--- config.mk ---
export PLATFORM = sky130hd
export DESIGN_NAME = ptp_freq_servo
export DESIGN_NICKNAME = d
export VERILOG_FILES = /design/src/rtl/ptp_servo_pkg.sv /design/src/rtl/ptp_phase_error.sv /design/src/rtl/ptp_prop_path.sv /design/src/rtl/ptp_integrator.sv /design/src/rtl/ptp_freq_servo.sv
export SDC_FILE = /design/constraint.sdc
export NUM_CORES = 1
export LEC_CHECK = 0
export BUFFER_PORTS_ARGS = -buffer_cell sky130_fd_sc_hd__clkbuf_2
export CORE_MARGIN = 8
export CORE_UTILIZATION = 63
export DETAILED_ROUTE_END_ITERATION = 6
export PLACE_DENSITY_LB_ADDON = 0.3
export SYNTH_ARGS = -nofsm -noshare
export SYNTH_HDL_FRONTEND = slang
export SYNTH_SLANG_ARGS = --single-unit
--- constraint.sdc ---
create_clock -name clk -period 11.35 [get_ports clk]
set_input_delay 0.5675 -clock clk [delete_from_list [all_inputs] [get_ports clk]]
set_output_delay 0.5675 -clock clk [all_outputs]
set_load 0.05 [all_outputs]
--- src/rtl/ptp_servo_pkg.sv ---
package ptp_servo_pkg;
    localparam int SHIFT_W = 4;

    typedef struct packed {
        logic               coarse_en;
        logic               fine_en;
        logic [SHIFT_W-1:0] coarse_shift;
        logic [SHIFT_W-1:0] fine_shift;
    } servo_cfg_t;

    function automatic servo_cfg_t make_cfg(input logic [1:0] en,
                                            input logic [SHIFT_W-1:0] cs,
                                            input logic [SHIFT_W-1:0] fs);
        servo_cfg_t c;
        c.coarse_en    = en[0];
        c.fine_en      = en[1];
        c.coarse_shift = cs;
        c.fine_shift   = fs;
        return c;
    endfunction
endpackage

--- src/rtl/ptp_phase_error.sv ---
module ptp_phase_error #(
    parameter int TS_W = 40
) (
    input  logic [TS_W-1:0]        host_ts,
    input  logic [TS_W-1:0]        local_ts,
    output logic signed [TS_W-1:0] phase_err
);
    // Modular difference read as signed
    always_comb begin
        phase_err = $signed(host_ts - local_ts);
    end
endmodule

--- src/rtl/ptp_prop_path.sv ---
module ptp_prop_path
    import ptp_servo_pkg::*;
#(
    parameter int TS_W  = 40,
    parameter int ADJ_W = 49
) (
    input  logic                    enable,
    input  logic [SHIFT_W-1:0]      shift,
    input  logic signed [TS_W-1:0]  phase_err,
    output logic signed [ADJ_W-1:0] prop_term
);
    logic signed [TS_W-1:0] shifted;

    always_comb begin
        shifted   = phase_err >>> shift;
        prop_term = enable ? {{(ADJ_W-TS_W){shifted[TS_W-1]}}, shifted} : '0;
    end
endmodule

--- src/rtl/ptp_integrator.sv ---
module ptp_integrator
    import ptp_servo_pkg::*;
#(
    parameter int TS_W  = 40,
    parameter int ACC_W = 48
) (
    input  logic                    clk,
    input  logic                    rst,
    input  logic                    enable,
    input  logic                    sample_valid,
    input  logic [SHIFT_W-1:0]      shift,
    input  logic signed [TS_W-1:0]  phase_err,
    output logic signed [ACC_W-1:0] acc_next,
    output logic signed [ACC_W-1:0] acc_q
);
    localparam logic signed [ACC_W-1:0] ACC_MAX = {1'b0, {(ACC_W-1){1'b1}}};
    localparam logic signed [ACC_W-1:0] ACC_MIN = {1'b1, {(ACC_W-1){1'b0}}};

    logic signed [TS_W-1:0]  inc;
    logic signed [ACC_W:0]   wide_sum;

    always_comb begin
        inc      = phase_err >>> shift;
        wide_sum = {acc_q[ACC_W-1], acc_q} + {{(ACC_W+1-TS_W){inc[TS_W-1]}}, inc};
        if (!enable) begin
            acc_next = '0;
        end else if (!sample_valid) begin
            acc_next = acc_q;
        end else if (wide_sum[ACC_W] != wide_sum[ACC_W-1]) begin
            acc_next = wide_sum[ACC_W] ? ACC_MIN : ACC_MAX;
        end else begin
            acc_next = wide_sum[ACC_W-1:0];
        end
    end

    always_ff @(posedge clk) begin
        if (rst) acc_q <= '0;
        else     acc_q <= acc_next;
    end

    assert_clear_R6: assert property (@(posedge clk) disable iff (rst)
        !enable |=> (acc_q == '0));

    assert_no_overflow_R5: assert property (@(posedge clk) disable iff (rst)
        (enable && sample_valid && acc_q == ACC_MAX && !phase_err[TS_W-1]) |=> (acc_q == ACC_MAX));

    assert_no_underflow_R5: assert property (@(posedge clk) disable iff (rst)
        (enable && sample_valid && acc_q == ACC_MIN && phase_err[TS_W-1]) |=> (acc_q == ACC_MIN));

    assert_hold_between_R3: assert property (@(posedge clk) disable iff (rst)
        (enable && !sample_valid) |=> $stable(acc_q));
endmodule

--- src/rtl/ptp_freq_servo.sv ---
module ptp_freq_servo
    import ptp_servo_pkg::*;
#(
    parameter int TS_W  = 40,
    parameter int ACC_W = 48,
    localparam int ADJ_W = ACC_W + 1
) (
    input  logic                    clk,
    input  logic                    rst,
    input  logic                    sync_valid,
    input  logic [TS_W-1:0]         host_ts,
    input  logic [TS_W-1:0]         local_ts,
    input  logic [1:0]              gain_en,
    input  logic [SHIFT_W-1:0]      coarse_shift,
    input  logic [SHIFT_W-1:0]      fine_shift,
    output logic                    adj_valid,
    output logic signed [ADJ_W-1:0] adj_value
);
    servo_cfg_t              cfg;
    logic signed [TS_W-1:0]  phase_err;
    logic signed [ADJ_W-1:0] prop_term;
    logic signed [ACC_W-1:0] acc_next;
    logic signed [ACC_W-1:0] acc_q;
    logic signed [ADJ_W-1:0] sum_d;

    assign cfg = make_cfg(gain_en, coarse_shift, fine_shift);

    ptp_phase_error #(.TS_W(TS_W)) u_err (
        .host_ts  (host_ts),
        .local_ts (local_ts),
        .phase_err(phase_err)
    );

    ptp_prop_path #(.TS_W(TS_W), .ADJ_W(ADJ_W)) u_prop (
        .enable   (cfg.coarse_en),
        .shift    (cfg.coarse_shift),
        .phase_err(phase_err),
        .prop_term(prop_term)
    );

    ptp_integrator #(.TS_W(TS_W), .ACC_W(ACC_W)) u_int (
        .clk         (clk),
        .rst         (rst),
        .enable      (cfg.fine_en),
        .sample_valid(sync_valid),
        .shift       (cfg.fine_shift),
        .phase_err   (phase_err),
        .acc_next    (acc_next),
        .acc_q       (acc_q)
    );

    always_comb begin
        sum_d = prop_term + {acc_next[ACC_W-1], acc_next};
    end

    always_ff @(posedge clk) begin
        if (rst) begin
            adj_valid <= 1'b0;
            adj_value <= '0;
        end else begin
            adj_valid <= sync_valid;
            if (sync_valid) adj_value <= sum_d;
        end
    end

    assert_pulse_R7: assert property (@(posedge clk) disable iff (rst)
        sync_valid |=> adj_valid);

    assert_quiet_R7: assert property (@(posedge clk) disable iff (rst)
        !sync_valid |=> !adj_valid);

    assert_hold_R8: assert property (@(posedge clk) disable iff (rst)
        !sync_valid |=> $stable(adj_value));

    assert_integral_used_R4: assert property (@(posedge clk) disable iff (rst)
        (sync_valid && !cfg.coarse_en) |=> (adj_value == {acc_q[ACC_W-1], acc_q}));
endmodule

### Yosys cells after proc, flatten, opt, wreduce, memory -nomap -nowiden

Cells that the tools add are included.

* add/sub/neg operators: 3
* eq/ne operators: 1
* shift-type cells: 2
* mux-type cells: 5

Operator list (number)
* two-way mux 48 bit: 4
* >>> shifter 40 x 4 -> 40 bit: 2
* adder 48 x 40 -> 49 bit: 1
* adder 49 bit: 1
* two-way mux 49 bit: 1
* subtractor 40 bit: 1
* inequality test 1 bit: 1

* register bits: 98
* word-level logic and storage cells: 14

### Depth between registers and ports, before layout

Gate-level depths: netlist of run 1.

* depth after elaboration: 8
* mapped depth: 44

### Modules after synthesis

A second synthesis of run 1 with hierarchy kept.

* cells, all modules: 2099
* area total of the unflattened synthesis: 15803.9 um2

By module, submodules not included
* ptp_integrator: times used 1, cells each 945, area each 6935.4 um2, seq. area each 960.9 um2
* ptp_freq_servo: times used 1, cells each 552, area each 4543.1 um2, seq. area each 1001.0 um2
* ptp_phase_error: times used 1, cells each 364, area each 2396.0 um2, seq. area each 0.0 um2
* ptp_prop_path: times used 1, cells each 238, area each 1929.4 um2, seq. area each 0.0 um2

### Least setup slack after synthesis of run 1

Ideal clock, no wire load.

* kind: input to register
* start: in host_ts[0]
* end: reg adj_value[48]
* library setup time: 0.092 ns
* arrival time: 9.251 ns
* data required time: 11.258 ns
* slack: 2.007 ns
* stages: 40
* cell sequence: inv_1 ha_1 fa_1 and2b_1 o211ai_2 a211oi_4 nor2_1 o21ai_0 xor2_1 mux4_2 mux2_2 nand2_1 o21ai_0 ha_1 fa_1 a21o_1 a221oi_2 and4bb_1 (+4 left out) nor3_1 nand2b_1 buf_2 buf_2 nor2_1 ha_1 fa_1 a211oi_1 o21ai_1 a32oi_1 o21ai_1 a21oi_1 a41oi_1 a221oi_2 o21bai_1 a311o_1 and3_1 nor4_1

* longest elaborated chain between the ends: 8

RTL lines
* start: declaration: RTL line ptp_freq_servo.sv:11 `input logic [TS_W-1:0] host_ts,`
* subtractor 40 bit *: RTL line ptp_phase_error.sv:10 `phase_err = $signed(host_ts - local_ts);`
* >>> shifter 40 x 4 -> 40 bit *: RTL line ptp_integrator.sv:23 `inc = phase_err >>> shift;`
* adder 48 x 40 -> 49 bit *: RTL line ptp_integrator.sv:24 `wide_sum = {acc_q[ACC_W-1], acc_q} + {{(ACC_W+1-TS_W){inc[TS_W-1]}}, inc};`
* two-way mux 48 bit / inequality test 1 bit (equally long branches): RTL line ptp_integrator.sv:30, ptp_integrator.sv:29
* two-way mux 48 bit *: RTL line ptp_integrator.sv:29 `end else if (wide_sum[ACC_W] != wide_sum[ACC_W-1]) begin`
* two-way mux 48 bit *: RTL line ptp_integrator.sv:27 `end else if (!sample_valid) begin`
* two-way mux 48 bit *: RTL line ptp_integrator.sv:25 `if (!enable) begin`
* net acc_next[0]: RTL line ptp_freq_servo.sv:22 `logic signed [ACC_W-1:0] acc_next;`
* adder 49 bit *: RTL line ptp_freq_servo.sv:53 `sum_d = prop_term + {acc_next[ACC_W-1], acc_next};`
* end signal: assignment: RTL line ptp_freq_servo.sv:62 `if (sync_valid) adj_value <= sum_d;`
* end: declaration: RTL line ptp_freq_servo.sv:17 `output logic signed [ADJ_W-1:0] adj_value`

Mark *: on every way through the listed nets, which the timed path passes. The rest lies on a longest branch.
A chain may end at the register's enable or synchronous reset.

### Worst setup path in the final report of run 1

Same ends and word-level chain as after synthesis.

==> metrics.log, run 1 <==
INFO  metric ctsHtreeMaxLevel = 3
INFO  metric postLayoutCoreUtil = 0.683
INFO  metric die_area = roughly 0.03 mm²
INFO  metric ioPinCount = approximately 140
INFO  metric clk_pin_slew_worst_paths = approximately 0.080 ns
INFO  metric clockRootBuffer = clkbuf_16
INFO  metric worst-path-max-fanout = 17
INFO  metric multi_input_comb_area = 0.0126 mm²
INFO  metric num-fill-cells = 2157
INFO  metric clock_latency = 0.37 ns
INFO  metric worst_setup_ep_type = flop
INFO  metric crit_slowest_cell = o31ai_4
INFO  metric report.final.setup_viol = 0
INFO  metric postCtsHoldBufs = 0
INFO  metric drtAntennaViolNets = 0
INFO  metric wl_per_cell = 21.8 µm
INFO  metric final.setup.tns = 0 ns
INFO  metric regToRegEndpoint = adj_value[48]
INFO  metric tritoncts = yes
INFO  metric timing.final.max_slew_violations = 0
INFO  metric run_status = finished, final reports clean
INFO  metric number_of_enable_type_register_cells_in_the_synthesized_netlist = 0
INFO  metric vias_in_the_first_global_route = 16.3k
INFO  metric m1WireLength = ~21 mm
INFO  metric vias = roughly 17k
INFO  metric seq_area_frac_synth = 0.127
INFO  metric proportion_of_register_bits_with_asynchronous_set_or_reset_after_synthesis = 0
INFO  metric timing.critical_path.required = between 10 and 15 ns
INFO  metric synth.top_cells.by_area = dfxtp_1, ha_1, mux2i_1, nor2_1, a21oi_1
INFO  metric routed_via_density = approximately 6.8
INFO  metric detailed_place_hpwl = 42.8 mm
INFO  metric dpl_worst_slack = ~0.64 ns
INFO  metric initial_core_util = 0.638
INFO  metric synthesis.instances = 2105
INFO  metric grt_antenna_before_repair = 0
INFO  metric grt_setup_unrepaired = false
INFO  metric fp.dieW = 173 µm
INFO  metric total_leakage_power = between 7 and 8 nW
INFO  metric cts_sinks = 98
INFO  metric row_count = 57
INFO  metric placeableCoreArea = 0.0242 mm²
INFO  metric final.setup_skew = 0.0122 ns
INFO  metric power.density = approximately 160 mW/mm²
INFO  metric slew_headroom = 0.351
INFO  metric finalCriticalPeriod = around 11 ns
INFO  metric synthesis.area = 0.0154 mm²
INFO  metric yosys_warnings = 0
INFO  metric max_cap_violations = 0
INFO  metric worst_ep_arrival_time = approximately 11 ns
INFO  metric timing.reg2reg.worst_path_depth = 25
INFO  metric cts-resized-gates = 0
INFO  metric max_stage_delay = ~0.8 ns
INFO  metric ys.flop_type = dfxtp_1
INFO  metric globalRouteTotalUtil = 0.345
INFO  metric number_of_design_rule_violations_left_by_the_first_detailed_router_iteration = 1841
INFO  metric worstHoldEndpoint = adj_value[23]
INFO  metric met3WireLength = around 4 mm
INFO  metric drc = 0
INFO  metric vdd_drop_max = 0.0938 mV
INFO  metric pin_count_of_the_biggest_net_entering_global_routing = 73
INFO  metric layout-drive-gt1-share = 0.127
INFO  metric worst-setup-path-type = primary input to flop
INFO  metric area_growth = 6.96%
INFO  metric synth.largest_area_cell = dfxtp_1
INFO  metric worstSetupStartpoint = host_ts[0]
INFO  metric class_of_the_tightest_hold_or_removal_check = flop to flop
INFO  metric worst_slack = 0.676 ns
INFO  metric route.top_layer_used = met4
INFO  metric drt_pass1_iterations = 6
INFO  metric syn-num-nets = 2342
INFO  metric synth.top_cell.area_share = 0.127
INFO  metric detail_route.wirelength = 54.0 mm
INFO  metric synthesis.area_per_instance = roughly 7.3 µm²
INFO  metric wl_met2 = roughly 25 mm
INFO  metric fin_nets = 2384
INFO  metric max-clock-path-buffers = 2
INFO  metric global_route.overflow_total = 0
INFO  metric max_freq = 93.7 MHz
INFO  metric cts_buffers = 9
INFO  metric final-seq-area = 0.00196 mm²
INFO  metric post-route-period-util = 0.940
INFO  metric port-buffer-count = about 140
INFO  metric grt_first_pass_wirelength = 85.3 mm
INFO  metric ys_seq_elements = 98
INFO  metric hold_viol = 0
INFO  metric worst_hold_path.num_cells = 2
INFO  metric rrSetupSlack = 3.85 ns
INFO  metric totalPowerFinal = approximately 2.6 mW
INFO  metric worst_slew_pin_slew = between 0.9 and 1 ns
INFO  metric antenna_cell_count = 0
INFO  metric start_kind = primary input
INFO  metric worst_r2r_startpoint = u_int.acc_q[0]
INFO  metric gpl.final_weighted_congestion = 0.975
INFO  metric die_y = roughly 170 µm
INFO  metric holdCritStartpoint = adj_value[23]
INFO  metric cts_setup_buffers = 0
INFO  metric synthDistinctLibCells = 97
-- worst max-delay path by stage --
| stage | to |
|---|---|
| after floorplan | adj_value[48] |
| after CTS | adj_value[48] |
| after global placement | adj_value[48] |
| after detailed placement | adj_value[48] |
| final | adj_value[48] |
| after global routing | adj_value[48] |
-- cell usage after synthesis (all sizes together) (35+ instances only) --
cell type,instances
inv,79
o22ai,56
o21ai,112
ha,141
xnor2,78
a21oi,203
dfxtp,98
a211oi,51
xor2,36
nor3,45
a21o,77
buf,36
nand2,148
nor2,278
mux2i,126
nand3,35
clkbuf,101
-- power breakdown --
group	total (mW)	switching (mW)	leakage [nW]	internal (mW)
clock	0.319	0.163	0.143	0.156
combinational	1.85	1.19	6.83	0.658
sequential	0.430	0.0329	0.803	0.397
-- cell type report --
cell class	count	area share
clock buffer	9	0.0136
clock inverter	7	0.00455
inverter	84	0.0191
multi-input combinational	1786	0.764
sequential	98	0.119
tap	324	0.0246
timing repair buffer	168	0.0550
-- kinds of logic after synthesis --
kind of cell / count (synthesis) / synth area share
xor+xnor: 114 / 0.0652
fa+ha+maj: 147 / 0.120
flops: 98 / 0.127
buf+inv: 221 / 0.0559
compound gates: 699 / 0.303
mux: 173 / 0.137
simple gates: 653 / 0.192
-- critical path: cells and delay by family --
| family | cells | cell delay, ns |
|---|---|---|
| XOR/XNOR | 1 | 0.63 |
| adder cells (fa/ha/maj) | 4 | 1.58 |
| AO/OA/AOI/OAI | 23 | 6.41 |
| AND/OR/NAND/NOR | 8 | 1.33 |
| buffers and inverters | 3 | 0.42 |
-- cell usage in the layout (no fill, tap or decap), types with 20 or more instances in the layout --
cell	count
nor2_1	277
a21oi_1	199
nand2_1	148
ha_1	141
clkbuf_2	141
mux2i_1	126
o21ai_0	106
dfxtp_1	98
inv_1	78
a21o_1	77
xnor2_1	77
o22ai_1	54
a211oi_1	48
nor3_1	44
xor2_1	36
nand3_1	35
mux4_2	28
and3_1	27
buf_4	27
a31oi_1	25
nand4_1	24
nor2b_1	21
o21a_1	20
-- stage by stage --
stage / std cells / hold WS, ns / area [µm²]
CTS: 2476 / 0.483 / 16500
detailed placement: 2460 / 0.471 / 16200
finish: 2476 / 0.483 / 16500
floorplan: 2105 / 0.502 / 15400
global placement: 2460 / 0.468 / 16200
global route: 2476 / 0.513 / 16500
-- state kept, by name (all words and copies together) (netlist names) --
register and flops:
u_int.acc_q 48, adj_valid 1, adj_value 49
-- metal layers --
| layer | track usage | vias up |
|---|---|---|
| met5 | 0 | - |
| met4 | 0.240 | 0 |
| met3 | 0.0659 | 241 |
| met2 | 0.584 | 936 |
| met1 | 0.386 | 7886 |
| li1 | - | 7879 |
Power figures use the tool's default switching activity.
==> run 2, diff against run 1 <==
--- a/config.mk
+++ b/config.mk
@@ -6,10 +6,9 @@
 export NUM_CORES = 1
 export LEC_CHECK = 0
 export BUFFER_PORTS_ARGS = -buffer_cell sky130_fd_sc_hd__clkbuf_2
-export CORE_MARGIN = 8
-export CORE_UTILIZATION = 63
+export CORE_UTILIZATION = 65
 export DETAILED_ROUTE_END_ITERATION = 6
-export PLACE_DENSITY_LB_ADDON = 0.3
+export PLACE_DENSITY_LB_ADDON = 0.12
 export SYNTH_ARGS = -nofsm -noshare
 export SYNTH_HDL_FRONTEND = slang
 export SYNTH_SLANG_ARGS = --single-unit
==> constraint.sdc (replaced) <==
create_clock -name clk -period 12.85 [get_ports clk]
set_input_delay 0.6425 -clock clk [delete_from_list [all_inputs] [get_ports clk]]
set_output_delay 0.6425 -clock clk [all_outputs]
set_load 0.05 [all_outputs]
==> run 2 against run 1 <==
Against the previous run: clock-buffer cell count stayed put; hold slack lost 0.0061 ns; setup slack gained 1.1 ns; final cell count down 0.57%; global-route usage grew 7.7 points; core utilization up 1.9 points; combinational power shrank 13%; critical path type unchanged; largest power group unchanged; highest routed layer is now met5.
==> metrics.log, run 2 (synthesis results as in run 1) <==
INFO  metric layout.cells.most_common = nor2_1
INFO  metric max-clock-path-buffers = 2 (unchanged)
INFO  metric grt_setup_unrepaired = false
INFO  metric gpl.final_weighted_congestion = 1.16 (+19%)
INFO  metric pin_count_of_the_biggest_net_entering_global_routing = 69 (-5.5%)
INFO  metric worst_r2r_startpoint = u_int.acc_q[0]
INFO  metric vias_in_the_first_global_route = 15.8k (-3.3%)
INFO  metric final.setup.tns = 0 ns (unchanged)
INFO  metric clock_latency = 0.37 ns (about the same)
INFO  metric max_freq = around 90 MHz
INFO  metric num-fill-cells = 2040 (-5.4%)
INFO  metric area_growth = 6.37%
INFO  metric port-buffer-count = 142 (unchanged)
INFO  metric cts_sinks = 98 (unchanged)
INFO  metric vias = 16.9k (-0.28%)
INFO  metric worst_ep_arrival_time = 11.34 ns (+0.38 ns)
INFO  metric tritoncts = yes
INFO  metric placed_instance_area = 0.0161 mm² (-0.46%)
INFO  metric design_area = 0.0164 mm² (-0.55%)
INFO  metric globalRouteTotalUtil = 0.422 (+0.0769)
INFO  metric die_y = 156 µm (-9.5%)
INFO  metric post-route-period-util = 0.861
INFO  metric cts-resized-gates = 0 (unchanged)
INFO  metric timing.hold.ws = 0.477 ns (-0.00607 ns)
INFO  metric worst_slew_pin_slew = 0.984 ns (+0.0254 ns)
INFO  metric worst-path-max-fanout = 44 (+27)
INFO  metric grt_use_met3 = 0.0711 (+0.00520)
INFO  metric run_status = finished, final reports clean
INFO  metric die_area = 0.0244 mm² (-18%)
INFO  metric largest_registers = adj_value (49), u_int.acc_q (48), adj_valid (1)
INFO  metric timing.critical_path.required = 13.13 ns (+1.50 ns)
INFO  metric ctsHtreeMaxLevel = 3 (unchanged)
INFO  metric critPathMostFrequentCell = mux2i_1
INFO  metric detailed_place_hpwl = 41.3 mm (-3.5%)
INFO  metric clk_pin_slew_worst_paths = 0.08 ns (about the same)
INFO  metric postLayoutCoreUtil = 0.701 (+0.0187)
INFO  metric placeableCoreArea = 0.0234 mm² (-3.2%)
INFO  metric vdd_drop_max = 0.0712 mV (-24%)
INFO  metric finalCriticalPeriod = roughly 11 ns
INFO  metric ioPinCount = 143 (unchanged)
INFO  metric holdCritStartpoint = adj_value[23]
INFO  metric max_cap_violations = 0 (unchanged)
INFO  metric largest_register = adj_value
INFO  metric hold_viol = 0 (unchanged)
INFO  metric worst_slack = 1.79 ns (+1.12 ns)
INFO  metric number_of_design_rule_violations_left_by_the_first_detailed_router_iteration = 1835 (-0.33%)
INFO  metric drtAntennaViolNets = 0 (unchanged)
INFO  metric report.final.setup_viol = 0 (unchanged)
INFO  metric layout-drive-gt1-share = 0.124 (-0.00320)
INFO  metric worstSetupStartpoint = host_ts[0]
INFO  metric grt_first_pass_wirelength = 81.5 mm (-4.4%)
INFO  metric crit_slowest_cell = xnor2_1
INFO  metric drt_pass1_iterations = 6 (unchanged)
INFO  metric power.density = 139 mW/mm² (-12%)
INFO  metric global_route.overflow_total = 0 (unchanged)
INFO  metric cts_setup_buffers = 0 (unchanged)
INFO  metric routed_via_density = 6.86 (+0.28%)
INFO  metric worst_setup_ep_type = flop
INFO  metric grt_antenna_before_repair = 1 (+1)
INFO  metric global_route.peak_usage_layer = met2
INFO  metric timing.final.max_slew_violations = 0 (unchanged)
INFO  metric final.setup_skew = 0.0156 ns (+0.00342 ns)
INFO  metric slew_headroom = 0.344 (-0.00683)
INFO  metric start_kind = primary input
INFO  metric postCtsHoldBufs = 0 (unchanged)
INFO  metric drc = 0 (unchanged)
INFO  metric total_leakage_power = 7.73 nW (-0.64%)
INFO  metric largest_reg_flops = 49 (unchanged)
INFO  metric wl_per_cell = 21.3 µm (-2.4%)
INFO  metric antenna_cell_count = 0 (unchanged)
INFO  metric fp.dieW = 156 µm (-9.5%)
INFO  metric dpl_worst_slack = 1.73 ns (+1.09 ns)
INFO  metric commonest_non_fill_non_tap_cells_in_the_layout = nor2_1, a21oi_1, nand2_1
INFO  metric initial_core_util = 0.659 (+0.0211)
INFO  metric met2_usage = 0.711 (+0.127)
INFO  metric global_route.usage.met1 = 0.482 (+0.0962)
INFO  metric clockRootBuffer = clkbuf_16
INFO  metric cts_buffers = 9 (unchanged)
INFO  metric worst-setup-path-type = primary input to flop
INFO  metric max_stage_delay = 0.61 ns (-0.19 ns)
INFO  metric row_count = 56 (-1.8%)
INFO  metric fin_nets = 2375 (-0.38%)
INFO  metric detail_route.wirelength = 52.4 mm (-3.0%)
INFO  metric class_of_the_tightest_hold_or_removal_check = flop to flop
[run 2: changes by cell type in the layout (fill, tap and decap cells not counted), sizes merged]
cell	before	now
clkinv	8	6
buf	27	18
inv	82	83
clkinvlp	1	2
[run 2: layout make-up]
| type | count | area [µm²] | share of cell area |
|---|---|---|---|
| multi-input cells | 1786 | 12600 | 0.769 |
| flip-flops and latches | 98 | 1960 | 0.120 |
| repair buffers | 159 | 841 | 0.0512 |
| well taps | 319 | 399 | 0.0243 |
| inverters | 84 | 315 | 0.0192 |
| clock buffers | 9 | 225 | 0.0137 |
| clock inverters | 7 | 57.6 | 0.00351 |
[run 2: metal layers]
metal,vias up,part of all wire
li1,7855,-
met1,7844,0.38
met2,928,0.47
met3,265,0.076
met4,2,0.077
met5,-,0.00029
[run 2: worst max-delay path, delay by kind of cell]
| family | cells | cell delay [ns] |
|---|---|---|
| multiplexers | 4 | 0.93 |
| AND/OR/NAND/NOR | 9 | 2.25 |
| adder cells (fa/ha/maj) | 5 | 1.68 |
| AO/OA/AOI/OAI | 19 | 4.75 |
| XOR/XNOR | 1 | 0.61 |
| buffers and inverters | 3 | 0.46 |
[run 2: worst paths after layout]
kind,endpoint,slack [ns],cells after the start
worst max-delay path,adj_value[48],1.79,41
worst min-delay path,adj_value[23],0.48,2
worst max register to register,adj_value[48],5.01,26
worst min register to register,adj_value[23],0.48,2
[run 2: report_power, final]
| group | internal (mW) | leakage [nW] | total [mW] | switching [mW] |
|---|---|---|---|---|
| clock network | 0.135 | 0.135 | 0.281 | 0.146 |
| registers | 0.351 | 0.803 | 0.382 | 0.0316 |
| logic | 0.573 | 6.79 | 1.61 | 1.04 |
[run 2: through the flow]
stage,power [mW],instances
2_1_floorplan,1.54,2105
3_3_place_gp,1.92,2446
3_5_place_dp,1.95,2446
4_1_cts,2.23,2462
5_1_grt,2.40,2462
6_report,2.28,2462
==> run 3, diff against run 2 <==
--- a/config.mk
+++ b/config.mk
@@ -6,6 +6,7 @@
 export NUM_CORES = 1
 export LEC_CHECK = 0
 export BUFFER_PORTS_ARGS = -buffer_cell sky130_fd_sc_hd__clkbuf_2
+export CORE_MARGIN = 8
 export CORE_UTILIZATION = 65
 export DETAILED_ROUTE_END_ITERATION = 6
 export PLACE_DENSITY_LB_ADDON = 0.12
==> run 3 against run 2 <==
Against the previous run: die area rose by 19%; final area barely moved; critical path depth fell by 1; core utilization barely moved; flip-flop and latch count did not move; routed wire length rose by 0.30%; largest cell class unchanged.
==> metrics.log, run 3 (synthesis results as in run 1) <==
INFO  metric crit_slowest_cell = nand2b_1
INFO  metric class_of_the_tightest_hold_or_removal_check = flop to flop
INFO  metric row_count = 56 (unchanged)
INFO  metric num-fill-cells = 1990 (-2.5%)
INFO  metric finalCriticalPeriod = 11.62 ns (+0.557 ns)
INFO  metric fp.dieW = 170 µm (+9.0%)
INFO  metric run_status = finished, final reports clean
INFO  metric drt_pass1_iterations = 7 (+1)
INFO  metric vdd_drop_max = 0.0754 mV (+5.8%)
INFO  metric timing.final.max_slew_violations = 0 (unchanged)
INFO  metric cp.buffers_inverters = 3 (unchanged)
INFO  metric die_area = 0.0289 mm² (+19%)
INFO  metric vias_in_the_first_global_route = 16.0k (+1.5%)
INFO  metric timing.hold.ws = 0.487 ns (+0.0104 ns)
INFO  metric grt_setup_unrepaired = false
INFO  metric clk_pin_slew_worst_paths = 0.08 ns (about the same)
INFO  metric max-clock-path-buffers = 2 (unchanged)
INFO  metric grt_antenna_before_repair = 0 (-1)
INFO  metric report.final.setup_viol = 0 (unchanged)
INFO  metric power.density = 138 mW/mm² (-0.90%)
INFO  metric final.setup_skew = 0.0160 ns (+0.000403 ns)
INFO  metric largest_register = adj_value
INFO  metric timing.reg2reg.worst_path_depth = 25 (-3.8%)
INFO  metric max_stage_delay = 0.89 ns (+0.28 ns)
INFO  metric max_cap_violations = 0 (unchanged)
INFO  metric tritoncts = yes
INFO  metric comb_power_share = 0.707 (-0.002)
INFO  metric routed_via_density = 6.86 (about the same)
INFO  metric die_y = 170 µm (+9.0%)
INFO  metric wl_per_cell = 21.4 µm (+0.38%)
INFO  metric cellInternalPower = 1.06 mW (about the same)
INFO  metric clock_latency = 0.37 ns (about the same)
INFO  metric cts_sinks = 98 (unchanged)
INFO  metric layout-drive-gt1-share = 0.123 (-0.000818)
INFO  metric final-seq-area = 0.00196 mm² (unchanged)
INFO  metric power.sequential.fraction = 0.167 (about the same)
INFO  metric vias = 16.9k (-0.095%)
INFO  metric worst-setup-path-type = primary input to flop
INFO  metric cts_setup_buffers = 0 (unchanged)
INFO  metric hold_viol = 0 (unchanged)
INFO  metric layout.cells.most_common = nor2_1
INFO  metric initial_core_util = 0.659 (unchanged)
INFO  metric globalRouteTotalUtil = 0.349 (-0.0726)
INFO  metric final.setup.tns = 0 ns (unchanged)
INFO  metric largest_registers = adj_value (49), u_int.acc_q (48), adj_valid (1)
INFO  metric net-switching-power = 1.20 mW (-1.7%)
INFO  metric post-route-period-util = 0.904 (+0.0434)
INFO  metric start_kind = primary input
INFO  metric ctsHtreeMaxLevel = 3 (unchanged)
INFO  metric sw_frac_of_total = 0.531 (-0.00429)
INFO  metric total_leakage_power = 7.73 nW (about the same)
INFO  metric gpl.final_weighted_congestion = 1.07 (-7.8%)
INFO  metric placeableCoreArea = 0.0234 mm² (unchanged)
INFO  metric drc = 0 (unchanged)
INFO  metric largest_reg_flops = 49 (unchanged)
INFO  metric global_route.overflow_total = 0 (unchanged)
INFO  metric clockRootBuffer = clkbuf_16
INFO  metric worst_ep_arrival_time = 11.88 ns (+0.54 ns)
INFO  metric detail_route.wirelength = 52.6 mm (+0.30%)
INFO  metric area_growth = 6.35% (about the same)
INFO  metric grt_first_pass_wirelength = 82.5 mm (+1.2%)
INFO  metric crit_cells = 40 (-2.4%)
INFO  metric critical_path.top_delay_family = compound AO/OA/AOI/OAI gates
INFO  metric cts_buffers = 9 (unchanged)
INFO  metric fin_nets = 2373 (-0.084%)
INFO  metric ioPinCount = 143 (unchanged)
INFO  metric detailed_place_hpwl = 41.5 mm (+0.48%)
INFO  metric port-buffer-count = 142 (unchanged)
INFO  metric max_freq = 86.1 MHz (-4.8%)
INFO  metric cts-resized-gates = 0 (unchanged)
INFO  metric number_of_design_rule_violations_left_by_the_first_detailed_router_iteration = 2222 (+21%)
INFO  metric commonest_non_fill_non_tap_cells_in_the_layout = nor2_1, a21oi_1, nand2_1
INFO  metric postLayoutCoreUtil = 0.701 (about the same)
INFO  metric antenna_cell_count = 0 (unchanged)
INFO  metric worst-path-max-fanout = 27 (-39%)
INFO  metric pwr-share-clk = 0.125 (+0.002)
INFO  metric postCtsHoldBufs = 0 (unchanged)
INFO  metric multi_input_comb_area = 0.0126 mm² (unchanged)
INFO  metric drtAntennaViolNets = 0 (unchanged)
INFO  metric worst_setup_ep_type = flop
INFO  metric worst_slew_pin_slew = 1.10 ns (+0.115 ns)
INFO  metric timing.critical_path.required = 13.12 ns (about the same)
INFO  metric slew_headroom = 0.267 (-0.0768)
INFO  metric pin_count_of_the_biggest_net_entering_global_routing = 69 (unchanged)
INFO  metric worst_hold_path.num_cells = 2 (unchanged)
INFO  metric critPathMostFrequentCell = and3_1
run 3: changes by cell type in the layout (fill, tap and decap cells not counted):
| cell | previous run | this run |
|---|---|---|
| buf_4 | 18 | 16 |
| clkinvlp_4 | 2 | 0 |
| clkinv_2 | 1 | 0 |
| inv_6 | 3 | 1 |
| clkinv_4 | 0 | 3 |
| inv_8 | 1 | 3 |
run 3: routing by layer:
| metal | global-route usage | part of all wire | vias to the layer above |
|---|---|---|---|
| met5 | 0 | 0 | - |
| met4 | 0.219 | 0.063 | 0 |
| met3 | 0.0572 | 0.075 | 211 |
| met2 | 0.595 | 0.48 | 881 |
| met1 | 0.404 | 0.39 | 7911 |
| li1 | - | - | 7875 |
run 3: worst register-to-register path, delay by kind of cell, from the launching register on:
kind / cells / cell delay [ns]
AO/OA/AOI/OAI: 15 / 4.24
buffers and inverters: 1 / 0.37
AND/OR/NAND/NOR: 6 / 2.08
flip-flops: 1 / 0.32
adder cells (fa/ha/maj): 3 / 1.14
run 3: power by group through the flow:
stage	Combinational [mW]	Sequential, mW	Clock [mW]
2_1_floorplan	1.06	0.479	0
3_3_place_gp	1.52	0.383	0
3_5_place_dp	1.55	0.384	0
4_1_cts	1.56	0.378	0.282
5_1_grt	1.71	0.383	0.295
6_report	1.60	0.378	0.283
run 3: worst paths after layout:
| path | from | endpoint | slack, ns |
|---|---|---|---|
| worst min register to register | adj_value[41] | adj_value[41] | 0.49 |
| worst max register to register | u_int.acc_q[0] | adj_value[48] | 4.60 |
| worst max-delay path | host_ts[0] | adj_value[48] | 1.23 |
| worst min-delay path | adj_value[41] | adj_value[41] | 0.49 |
run 3: area by class of cell:
type                       instances  share of cell area
clock inverter                     7             0.00419
clock buffer                       9              0.0137
multi-input combinational       1786               0.769
tap                              319              0.0243
timing repair buffer             157              0.0503
sequential                        98               0.120
inverter                          84              0.0192
run 3: per-stage QoR:
step	instances	power [mW]	setup WS, ns	area [µm²]
finish	2460	2.26	1.23	16400
floorplan	2105	1.54	3.43	15400
global placement	2444	1.91	1.64	16100
detailed placement	2444	1.93	1.27	16100
global route	2460	2.39	0.676	16400
CTS	2460	2.22	1.57	16400
